===== src/rtl/lzc_tree.sv =====
module lzc_tree #(
  parameter int W = 24,
  localparam int CW = $clog2(W + 1),
  localparam int PW = 32,
  localparam int NG = PW / 4,
  localparam int NB = NG / 4
) (
  input  logic          clk,
  input  logic          rst_n,
  input  logic          in_valid,
  input  logic [W-1:0]  in_word,
  output logic [CW-1:0] lz_count,
  output logic          all_zero,
  output logic          out_valid
);

  function automatic logic [1:0] pe4(input logic [3:0] v);
    casez (v)
      4'b1???: pe4 = 2'd0;
      4'b01??: pe4 = 2'd1;
      4'b001?: pe4 = 2'd2;
      default: pe4 = 2'd3;
    endcase
  endfunction

  logic [PW-1:0] padded;
  logic [NG-1:0] g_vld;
  logic [1:0]    g_lz [NG];
  logic [NB-1:0] b_vld;
  logic [3:0]    b_lz [NB];
  logic          top_vld;
  logic [4:0]    top_lz;

  assign padded = {in_word, {(PW - W){1'b0}}};

  for (genvar g = 0; g < NG; g++) begin : g_slice
    assign g_vld[g] = |padded[4*g +: 4];
    assign g_lz[g]  = pe4(padded[4*g +: 4]);
  end

  for (genvar b = 0; b < NB; b++) begin : g_block
    logic [1:0] sel;
    assign sel      = pe4(g_vld[4*b +: 4]);
    assign b_vld[b] = |g_vld[4*b +: 4];
    assign b_lz[b]  = {sel, g_lz[4*b + 3 - int'(sel)]};
  end

  assign top_vld = |b_vld;
  assign top_lz  = b_vld[1] ? {1'b0, b_lz[1]} : {1'b1, b_lz[0]};

  always_ff @(posedge clk) begin
    if (!rst_n) begin
      out_valid <= 1'b0;
      lz_count  <= CW'(W);
      all_zero  <= 1'b1;
    end else begin
      out_valid <= in_valid;
      if (in_valid) begin
        all_zero <= !top_vld;
        lz_count <= top_vld ? CW'(top_lz) : CW'(W);
      end
    end
  end


  zero_count_chk: assert property (@(posedge clk) disable iff (!rst_n)
    all_zero |-> lz_count == CW'(W));

  nonzero_range_chk: assert property (@(posedge clk) disable iff (!rst_n)
    !all_zero |-> lz_count < CW'(W));

  valid_rise_chk: assert property (@(posedge clk) disable iff (!rst_n)
    in_valid |=> out_valid);

  valid_idle_chk: assert property (@(posedge clk) disable iff (!rst_n)
    !in_valid |=> !out_valid);

  hold_result_chk: assert property (@(posedge clk) disable iff (!rst_n)
    !in_valid |=> $stable(lz_count) && $stable(all_zero));

  top_bit_chk: assert property (@(posedge clk) disable iff (!rst_n)
    in_valid && in_word[W-1] |=> lz_count == '0 && !all_zero);

  empty_word_chk: assert property (@(posedge clk) disable iff (!rst_n)
    in_valid && in_word == '0 |=> all_zero);

endmodule


===== config.mk =====
export PLATFORM = sky130hd
export DESIGN_NAME = lzc_tree
export DESIGN_NICKNAME = d
export VERILOG_FILES = /design/src/rtl/lzc_tree.sv
export SDC_FILE = /design/constraint.sdc
export NUM_CORES = 1
export LEC_CHECK = 0
export BUFFER_PORTS_ARGS = -buffer_cell sky130_fd_sc_hd__buf_2
export CORE_ASPECT_RATIO = 1.25
export CORE_MARGIN = 5
export CORE_UTILIZATION = 30
export DETAILED_ROUTE_END_ITERATION = 8
export HOLD_SLACK_MARGIN = 0.05
export PLACE_DENSITY = 0.68
export SYNTH_ARGS = -nofsm -noshare
export SYNTH_HDL_FRONTEND = slang
export SYNTH_SLANG_ARGS = --single-unit

===== constraint.sdc =====
create_clock -name clk -period 3.6 [get_ports clk]
set_input_delay 0 -clock clk [delete_from_list [all_inputs] [get_ports clk]]
set_output_delay 0 -clock clk [all_outputs]
set_load 0.01 [all_outputs]

==> run metrics <==
Sum Neg Setup Slack 0 ps; Worst-Margin Slew 427.2 ps; clock root cell clkbuf_4; first-pass GRT wire length 2435 µm; slowest stage delay, CP 570 ps; Synth Register Bits 7; Syn Area/Cell 7.507 µm²; Die ar. 2632 µm²; critical path required time 3740 ps; Vias 643; sequential share of power 0.408; Net Sw Power 0.05727 mW; syn nets 95; post-route insts no fill 123; CP startpoint in_word[17]; Routed WL 1437 µm; PwrDens 282.4 nW/µm²; fillcell total 180; Critical Path Source Type input pin; Max-cap violations 0; die width 46.90 µm; VDD IR max 0.1723 mV; Crit Path Category in -> reg; leakage power 0.3421 nW; Tmin final 1328 ps; port bufs 33; Final period util 0.3688; Num CTS Buffers 3; final hold violations 0; Die Y 56.12 µm; routed vias/inst 5.228; H-tree levels 1; EDFF count, synth 0; DR iter-0 viols 8; clk_lat worst skew 250 ps; clock skew 0 ps; Post-DP HPWL 1245 µm; layout net count 133; pin count of the biggest net entering global routing 13; CP max FO 4; ANT cells 0; clk buf depth 2; max_slew headroom 0.7078; RSZ-0062 raised after global routing false; Clock Pin Slew Worst Setup and Hold Paths 50 ps; core box area 1602 µm²; TritonCTS clock tree built; post-synthesis sequential area ratio 0.2745; Yosys warning count 0; synth unique cells 30; Placed Instances 118; crit path cell chain buf_2 -> or4_1 -> nor4_4 -> nand2_2 -> o21a_1 -> o221a_1; Slew Limit Fails 0; final-report setup violation count 0; Synth Flop Type dfxtp_1; combinational share of power 0.245; Site Rows 16; asr flop ratio synth 0; critical hold path startpoint in_word[23]; Clock Power Share 0.347; Post-CTS Setup Bufs 0; GR Overflow Total 0; Worst Path Arrival 1470 ps; Layout area overhead 42.89%; initial antenna violation count 0; Starting Density 0.3188; I/O pins 34; PostCTS Resize Cnt 0; Placer Congestion 0.7575; Clock Sinks 7; share of cells above drive strength 1 0.3810; vias in the first global route 639; Internal 0.1487 mW; FF-to-FF Start lz_count[0]; Global Route Usage Sum 0.1230; Hold Crit Class in -> reg; synthesized instance count 68; mapped cell area 510.5 µm²; DRC 0; iteration count of the initial detailed-routing pass 3; WL/cell 11.68 µm; Slowest cell on crit path or4_1; Setup crit end kind flip-flop; outcome completed; Post-DRT Antenna Nets 0; Fmax 0.7533 GHz; sw frac 0.2781
==> cells in the final DEF (no fill, tap or decap), types with 2 or more instances in the layout <==
| cell type | synthesis | routed |
|---|---|---|
| nor2b_1 | 2 | 2 |
| dfxtp_1 | 7 | 7 |
| nand2b_1 | 2 | 2 |
| o31ai_1 | 2 | 2 |
| nand3_1 | 2 | 2 |
| nand2_1 | 4 | 4 |
| nor2_1 | 7 | 7 |
| or4_1 | 3 | 3 |
| nor3_1 | 2 | 2 |
| nor4_1 | 4 | 4 |
| o21ai_0 | 2 | 2 |
| buf_2 | 1 | 33 |
| a21oi_1 | 8 | 8 |
| inv_1 | 6 | 6 |
| clkbuf_4 | 0 | 3 |
==> cells in the mapped netlist (2+ instances only) <==
cell type  number  area, µm²
nor3_1          2      10.01
dfxtp_1         7      140.1
a21oi_1         8      40.04
or4_1           3      22.52
nand3_1         2      10.01
nor2b_1         2      12.51
nor4_1          4      25.02
inv_1           6      22.52
nand2_1         4      15.01
nor2_1          7      26.28
o31ai_1         2      15.01
nand2b_1        2      12.51
o21ai_0         2      10.01
==> layout make-up <==
| class | count | area [µm²] | share of cell area |
|---|---|---|---|
| repair buffers | 34 | 175.2 | 0.2401 |
| multi-input cells | 54 | 342.8 | 0.4700 |
| flip-flops and latches | 7 | 140.1 | 0.1921 |
| well taps | 18 | 22.52 | 0.03087 |
| clock buffers | 4 | 26.28 | 0.03602 |
| inverters | 6 | 22.52 | 0.03087 |
==> flip-flops by register name, summed over array words and instances, names as in the netlist <==
| name | count |
|---|---|
| lz_count | 5 |
| all_zero | 1 |
| out_valid | 1 |
==> critical path, delay by kind of cell <==
kind / cells / cell delay (ps)
compound gates: 2 / 340
buf+inv: 1 / 110
simple gates: 3 / 1030
==> routing by layer <==
layer / part of all wire / up-vias / track usage
met5: 0 / - / 0
met4: 0.014 / 0 / 0.04743
met3: 0.080 / 2 / 0.03883
met2: 0.51 / 24 / 0.2175
met1: 0.39 / 282 / 0.1257
li1: - / 335 / -
==> metrics by stage <==
stage	cell area [µm²]	hold slack, ps	utilization	total power, mW	setup WS, ps
floorplan	510.5	61.94	-	0.1068	2185
CTS	729.5	81.36	0.4555	0.2094	2269
finish	729.5	94.03	0.4555	0.2060	2272
detailed placement	693.2	235.4	0.4328	0.1356	1997
global route	729.5	103.5	0.4555	0.2185	2210
global placement	693.2	234.9	0.4328	0.1344	2037
==> final timing paths <==
kind	endpoint	slack, ps	depth (start not counted)
setup / recovery	lz_count[0]	2270	6
hold / removal	lz_count[1]	90	3
setup reg to reg	lz_count[0]	2770	2
hold reg to reg	all_zero	470	2
==> kinds of logic after synthesis <==
group / count (synthesis) / share of synthesized area
compound gates: 20 / 0.2574
buf+inv: 7 / 0.05391
flops: 7 / 0.2745
mux: 1 / 0.01961
simple gates: 33 / 0.3946
==> power by group through the flow <==
| stage | Clock, mW | Sequential, mW | Combinational, mW |
|---|---|---|---|
| 2_1_floorplan | 0 | 0.0880 | 0.0188 |
| 3_3_place_gp | 0 | 0.0856 | 0.0489 |
| 3_5_place_dp | 0 | 0.0856 | 0.0500 |
| 4_1_cts | 0.0743 | 0.0840 | 0.0510 |
| 5_1_grt | 0.0775 | 0.0845 | 0.0565 |
| 6_report | 0.0715 | 0.0841 | 0.0504 |
==> what timing repair did <==
item	4_1_cts	5_1_grt
hold endpoints to repair	5	0
endpoints found under the setup margin	0	0
hold buffers	1	0
Note: power is estimated with default switching activity, not from simulation.
